**src/rtl/pwm_tb_pkg.sv**
```systemverilog
package pwm_tb_pkg;

  typedef enum logic [1:0] {
    ADR_CTRL = 2'd0,
    ADR_PRD  = 2'd1,
    ADR_PHS  = 2'd2,
    ADR_CNT  = 2'd3
  } tb_addr_e;

  typedef struct packed {
    logic phase_en;
    logic prd_direct;
  } tb_ctrl_t;

  localparam int CTRL_W = $bits(tb_ctrl_t);

endpackage

```
**src/rtl/pwm_tb_rst_sync.sv**
```systemverilog
module pwm_tb_rst_sync #(
  parameter int STAGES = 2
) (
  input  logic clk,
  input  logic rst_n,
  output logic rst_sync_n
);

  logic [STAGES-1:0] chain_q;

  always_ff @(posedge clk or negedge rst_n) begin
    if (!rst_n) begin
      chain_q <= '0;
    end else begin
      chain_q <= {chain_q[STAGES-2:0], 1'b1};
    end
  end

  assign rst_sync_n = chain_q[STAGES-1];

endmodule

```
**src/rtl/pwm_tb_regs.sv**
```systemverilog
module pwm_tb_regs
  import pwm_tb_pkg::*;
#(
  parameter int CW = 16
) (
  input  logic          clk,
  input  logic          rst_n,
  input  logic          wr,
  input  tb_addr_e      addr,
  input  logic [CW-1:0] wdata,
  input  logic          zero_evt,
  input  logic [CW-1:0] cnt,
  output tb_ctrl_t      ctrl,
  output logic [CW-1:0] prd_act,
  output logic [CW-1:0] prd_shd,
  output logic [CW-1:0] phase,
  output logic [CW-1:0] rdata
);

  tb_ctrl_t      ctrl_q, ctrl_d;
  logic [CW-1:0] act_q, act_d;
  logic [CW-1:0] shd_q, shd_d;
  logic [CW-1:0] phs_q, phs_d;
  logic          wr_ctrl, wr_prd, wr_phs;

  assign wr_ctrl = wr && (addr == ADR_CTRL);
  assign wr_prd  = wr && (addr == ADR_PRD);
  assign wr_phs  = wr && (addr == ADR_PHS);

  always_comb begin
    ctrl_d = ctrl_q;
    act_d  = act_q;
    shd_d  = shd_q;
    phs_d  = phs_q;
    if (wr_ctrl) begin
      ctrl_d = tb_ctrl_t'(wdata[CTRL_W-1:0]);
    end
    if (wr_phs) begin
      phs_d = wdata;
    end
    if (ctrl_q.prd_direct) begin
      if (wr_prd) begin
        act_d = wdata;
      end
    end else begin
      if (wr_prd) begin
        shd_d = wdata;
      end
      if (zero_evt) begin
        act_d = shd_q;
      end
    end
  end

  always_ff @(posedge clk or negedge rst_n) begin
    if (!rst_n) begin
      ctrl_q <= '0;
      act_q  <= '0;
      shd_q  <= '0;
      phs_q  <= '0;
    end else begin
      ctrl_q <= ctrl_d;
      act_q  <= act_d;
      shd_q  <= shd_d;
      phs_q  <= phs_d;
    end
  end

  always_comb begin
    unique case (addr)
      ADR_CTRL: rdata = {{(CW-CTRL_W){1'b0}}, ctrl_q};
      ADR_PRD:  rdata = ctrl_q.prd_direct ? act_q : shd_q;
      ADR_PHS:  rdata = phs_q;
      ADR_CNT:  rdata = cnt;
      default:  rdata = '0;
    endcase
  end

  assign ctrl    = ctrl_q;
  assign prd_act = act_q;
  assign prd_shd = shd_q;
  assign phase   = phs_q;

endmodule

```
**src/rtl/pwm_tb_sync.sv**
```systemverilog
module pwm_tb_sync (
  input  logic clk,
  input  logic rst_n,
  input  logic sync_in,
  input  logic sync_force,
  input  logic phase_en,
  output logic sync_ld,
  output logic sync_out
);

  logic sync_evt;
  logic so_q, so_d;

  assign sync_evt = sync_in | sync_force;
  assign sync_ld  = sync_evt & phase_en;

  always_comb begin
    so_d = sync_evt;
  end

  always_ff @(posedge clk or negedge rst_n) begin
    if (!rst_n) begin
      so_q <= 1'b0;
    end else begin
      so_q <= so_d;
    end
  end

  assign sync_out = so_q;

endmodule

```
**src/rtl/pwm_tb_counter.sv**
```systemverilog
module pwm_tb_counter #(
  parameter int CW = 16
) (
  input  logic          clk,
  input  logic          rst_n,
  input  logic          tb_en,
  input  logic          cnt_wr,
  input  logic [CW-1:0] cnt_wdata,
  input  logic          sync_ld,
  input  logic [CW-1:0] phase,
  input  logic [CW-1:0] prd_act,
  output logic [CW-1:0] cnt,
  output logic          zero_evt,
  output logic          prd_evt
);

  logic [CW-1:0] cnt_q, cnt_d;
  logic          at_end;

  assign at_end = (cnt_q >= prd_act);

  always_comb begin
    cnt_d = cnt_q;
    if (cnt_wr) begin
      cnt_d = cnt_wdata;
    end else if (sync_ld) begin
      cnt_d = phase;
    end else if (tb_en) begin
      cnt_d = at_end ? '0 : cnt_q + 1'b1;
    end
  end

  always_ff @(posedge clk or negedge rst_n) begin
    if (!rst_n) begin
      cnt_q <= '0;
    end else begin
      cnt_q <= cnt_d;
    end
  end

  assign cnt      = cnt_q;
  assign zero_evt = tb_en && (cnt_q == '0);
  assign prd_evt  = tb_en && (cnt_q == prd_act);

endmodule

```
**src/rtl/pwm_timebase.sv**
```systemverilog
module pwm_timebase
  import pwm_tb_pkg::*;
#(
  parameter int CW = 16,
  parameter int RST_STAGES = 2
) (
  input  logic          clk,
  input  logic          rst_n,
  input  logic          tb_en,
  input  logic          sync_in,
  input  logic          sync_force,
  input  logic          reg_wr,
  input  logic [1:0]    reg_addr,
  input  logic [CW-1:0] reg_wdata,
  output logic [CW-1:0] reg_rdata,
  output logic [CW-1:0] cnt_out,
  output logic          cnt_zero,
  output logic          cnt_prd,
  output logic          sync_out
);

  logic          rst_sync_n;
  tb_addr_e      addr;
  tb_ctrl_t      ctrl;
  logic [CW-1:0] prd_act, prd_shd, phase, cnt;
  logic          zero_evt, prd_evt, sync_ld, cnt_wr;

  assign addr   = tb_addr_e'(reg_addr);
  assign cnt_wr = reg_wr && (addr == ADR_CNT);

  pwm_tb_rst_sync #(.STAGES(RST_STAGES)) u_rst (
    .clk        (clk),
    .rst_n      (rst_n),
    .rst_sync_n (rst_sync_n)
  );

  pwm_tb_regs #(.CW(CW)) u_regs (
    .clk      (clk),
    .rst_n    (rst_sync_n),
    .wr       (reg_wr),
    .addr     (addr),
    .wdata    (reg_wdata),
    .zero_evt (zero_evt),
    .cnt      (cnt),
    .ctrl     (ctrl),
    .prd_act  (prd_act),
    .prd_shd  (prd_shd),
    .phase    (phase),
    .rdata    (reg_rdata)
  );

  pwm_tb_sync u_sync (
    .clk        (clk),
    .rst_n      (rst_sync_n),
    .sync_in    (sync_in),
    .sync_force (sync_force),
    .phase_en   (ctrl.phase_en),
    .sync_ld    (sync_ld),
    .sync_out   (sync_out)
  );

  pwm_tb_counter #(.CW(CW)) u_cnt (
    .clk       (clk),
    .rst_n     (rst_sync_n),
    .tb_en     (tb_en),
    .cnt_wr    (cnt_wr),
    .cnt_wdata (reg_wdata),
    .sync_ld   (sync_ld),
    .phase     (phase),
    .prd_act   (prd_act),
    .cnt       (cnt),
    .zero_evt  (zero_evt),
    .prd_evt   (prd_evt)
  );

  assign cnt_out  = cnt;
  assign cnt_zero = zero_evt;
  assign cnt_prd  = prd_evt;

endmodule

```
**config.mk**
```make
export PLATFORM = sky130hd
export DESIGN_NAME = pwm_timebase
export DESIGN_NICKNAME = d
export VERILOG_FILES = /design/src/rtl/pwm_tb_pkg.sv /design/src/rtl/pwm_tb_rst_sync.sv /design/src/rtl/pwm_tb_regs.sv /design/src/rtl/pwm_tb_sync.sv /design/src/rtl/pwm_tb_counter.sv /design/src/rtl/pwm_timebase.sv
export SDC_FILE = /design/constraint.sdc
export NUM_CORES = 1
export LEC_CHECK = 0
export BUFFER_PORTS_ARGS = -buffer_cell sky130_fd_sc_hd__buf_2
export CORE_ASPECT_RATIO = 0.9
export CORE_MARGIN = 1.5
export CORE_UTILIZATION = 53
export CTS_CLUSTER_DIAMETER = 100
export DETAILED_ROUTE_END_ITERATION = 10
export HOLD_SLACK_MARGIN = 0.15
export PLACE_DENSITY = 0.75
export SKIP_LAST_GASP = 1
export SYNTH_ARGS = -nofsm -noshare
export SYNTH_HDL_FRONTEND = slang
export SYNTH_SLANG_ARGS = --single-unit
```
**constraint.sdc**
```tcl
create_clock -name clk -period 2.2 [get_ports clk]
set_input_delay 0.11 -clock clk [delete_from_list [all_inputs] [get_ports clk]]
set_output_delay 0.11 -clock clk [all_outputs]
set_load 0.01 [all_outputs]
```
==> metrics.md <==
| Metric | Value |
|---|---|
| Outcome | `finished clean` |
| Most numerous cell in the Yosys netlist | `dfrtp_1` |
| Top_reg_cell synth | `dfrtp_1` |
| Top cells by area, synth | `dfrtp_1 40%, mux2_2 13%, a21oi_1 6.7%, ha_1 5.2%, nor2_1 3.1%` |
| Worst Setup Start Kind | `flip-flop` |
| Final period utilization | `98.2%` |
| Row count | `31` |
| Final Setup Violations | `0` |
| Final Hold Fails | `0` |
| Post-route DRC | `0` |
| PD cells | `1170 mW/mm^2` |
| Largest net degree at the start of global routing | `43` |
| Adder-Cell Fraction of Synth Area | `5.19%` |
| Seq/Total Area, Yosys | `39.8%` |
| Post-synthesis register bit count | `69` |
| Max Cap Viol | `0` |
| Placed insts | `slightly above 600` |
| Routability Congestion | `0.945` |
| Filler instances | `635` |
| Vias in the first global route | `3,839` |
| Top-area cell type share of the netlist area | `39.8%` |
| Area growth from synthesis to layout | `23.0%` |
| Die W | `98.4 um` |
| Slew @ Worst Pin | `716 ps` |
| Leading area contributor after synthesis | `dfrtp_1` |
| Synth Area in Simple Gates | `16.7%` |
| Nets | `586` |
| Total global routing overflow | `0` |
| Worst setup path category | `reg2out` |
| Compound-Gate Fraction of Synth Area | `16.3%` |
| Syn Inst Count | `452` |
| Drt pass-1 iters | `5` |
| Leakage power total | `roughly 2.4 nW` |
| Multi-input gate area | `about 0.0024 sq mm` |
| Library cells used by synthesis | `49` |
| Initial Utilization | `a little over half` |
| Worst Path Arrival | `2050 ps` |
| Gr usage total | `between 20% and 30%` |
| DP HPWL | `8830 um` |
| Antenna-violating nets left | `0` |
| PortBufs | `58` |
| Critical Path RT | `2090 ps` |
| Worst-path maximum fanout | `3` |
| Mean Syn Cell Area | `9.60 sq um` |
| CTS tree | `yes` |
| Final cell count without fillers | `648` |
| Clk_skew | `14.4 ps` |
| XOR/XNOR Fraction of Synth Area | `2.83%` |
| RSZ-0062 raised after global routing | `true` |
| Post-Syn Area | `0.00434 sq mm` |
| CTS HTree Levels | `3` |
| HP Class | `reg2async` |
| Share of layout cells above drive strength 1 | `30.6%` |
| CP Cell Sequence | `inv_1 > ha_1 > nand4_1 > nor4_4 > and3_1 > buf_2` |
| Routed length per instance | `19.6 um` |
| Antenna violations before repair | `0` |
| Num CTS Buffers | `9` |
| Clock transition at the registers of the reported paths | `80 ps` |
| FF+latch area | `between 0.0015 and 0.002 sq mm` |
| First-pass GRT wire length | `20,100 um` |
| Clock latency on the worst-skew pair | `360 ps` |
| Clock tree sinks | `69` |
| Root Driver | `clkbuf_8` |
| Vias post-DR | `3,972` |
| Die Y | `between 80 and 90 um` |
| Max Slew Vio Count | `0` |
| Final min period | `2160 ps` |
| Top cells by count, synth | `69 x dfrtp_1, 58 x a21oi_1, 49 x mux2_2` |
| Post-layout util | `between 60% and 70%` |
| Peak VDD IR | `657 uV` |
| Max stage delay on crit path | `380 ps` |
| Syn_nets | `approximately 490` |
| Post-synthesis async set-or-reset flop share | `100%` |
| Core area | `0.00799 sq mm` |
| Vias per std cell | `a little over 6` |
| Final wirelength | `around 13,000 um` |
| CTS max path bufs | `2` |
| Critical Path Sink Type | `output pin` |
| Largest family of logic cells by synthesized area | `simple AND/OR/NAND/NOR gates` |
| Slew headroom | `52.2%` |
| Die ar. | `0.00874 sq mm` |
| Detailed router's first-iteration violation count | `374` |
| Multiplexer area fraction after synthesis | `between 10% and 20%` |
| Synth warn | `0` |
| Post-synth EDFFs | `0` |
| CP max stage cell | `dfrtp_1` |
| WP buf/inv | `2` |
| Antenna cells | `0` |
| F_max | `0.463 GHz` |
| I/O Pins | `59` |
| CP top delay family | `simple AND/OR/NAND/NOR gates` |
==> cells in the final DEF, fill, tap and decap left out, types with 3 or more instances in the layout <==
cell type / count
and3_1: 3
buf_12: 3
o311ai_0: 4
nor3b_1: 11
o21ai_0: 17
buf_4: 28
nor4b_2: 3
nand3_1: 4
ha_1: 18
o32ai_1: 5
nand2_1: 27
dfrtp_1: 68
nor2b_1: 14
nor3_1: 4
xnor2_1: 9
nor4_1: 4
xor2_1: 5
mux2i_1: 3
clkbuf_8: 10
dlygate4sd3_1: 20
buf_2: 58
mux2_2: 49
o22ai_1: 6
inv_1: 24
a211oi_1: 12
a21oi_1: 58
a31oi_1: 5
nor2_1: 36
nand4_1: 9
==> repair_timing <==
item	CTS	global route
pin swaps	0	2
resized for setup	1	0
hold buffers	20	0
hold endpoints to repair	64	0
buffers inserted	0	1
setup endpoints to repair	1	2
==> logic make-up after synthesis <==
family | Yosys count
xor gates and xnor gates | 14
adders and majority gates | 18
muxes | 53
other | 1
and+or+nand+nor | 128
DFF | 69
AOI/OAI and AO/OA | 116
buffers and inverters | 53
==> sequential cells by signal (all words and copies together) (netlist names) <==
name and count:
u_cnt.cnt 16, u_regs.ctrl 2, u_regs.phase 16, u_regs.prd_act 16, u_regs.prd_shd 16, u_rst.chain_q 2, u_sync.sync_out 1
==> through the flow <==
| step | worst slack (ps) | instance area [sq um] | total power, mW | hold slack, ps | TNS [ps] |
|---|---|---|---|---|---|
| floorplan | 136 | 4340 | 3.91 | -186 | 0 |
| global placement | 197 | 4910 | 4.89 | -105 | 0 |
| detailed placement | 172 | 4910 | 4.99 | -105 | 0 |
| CTS | 20.0 | 5330 | 6.22 | 306 | 0 |
| global route | -27.7 | 5340 | 6.65 | 342 | -27.7 |
| finish | 40.3 | 5340 | 6.26 | 283 | 0 |
==> final timing paths <==
check	from	end	slack [ps]	cells past startpoint
min in group clk	u_rst.chain_q[0]	u_rst.chain_q[1]	360	0
max	u_regs.prd_act[11]	cnt_prd	40	6
max in group asynchronous	u_rst.chain_q[1]	u_cnt.cnt[0]	1250	1
min	u_rst.chain_q[1]	u_regs.prd_shd[14]	280	0
max reg2reg	u_regs.prd_act[11]	u_cnt.cnt[3]	180	8
min reg2reg	u_rst.chain_q[1]	u_regs.prd_shd[14]	280	0
==> layout make-up <==
type	count	share of cell area (%)
clock buffer	12	2.72
inverter	25	1.76
multi-input combinational	330	45.2
timing repair buffer	109	14.2
clock inverter	4	1.36
sequential	69	32.4
tap	99	2.32
==> power breakdown <==
| part | switching (mW) | internal, mW | total, mW |
|---|---|---|---|
| clock | 0.495 | 0.669 | 1.16 |
| combinational | 1.69 | 1.34 | 3.03 |
| sequential | 0.363 | 1.70 | 2.07 |
==> metal layers <==
metal | global-route usage [%] | vias up | wire length, um
met1 | 42.0 | 1951 | 5680
met2 | 46.5 | 175 | 5910
met4 | 11.3 | 0 | 225
met5 | 0 | - | 0
li1 | - | 1816 | -
met3 | 5.53 | 30 | 864
Note: power is estimated with default switching activity, not from simulation.
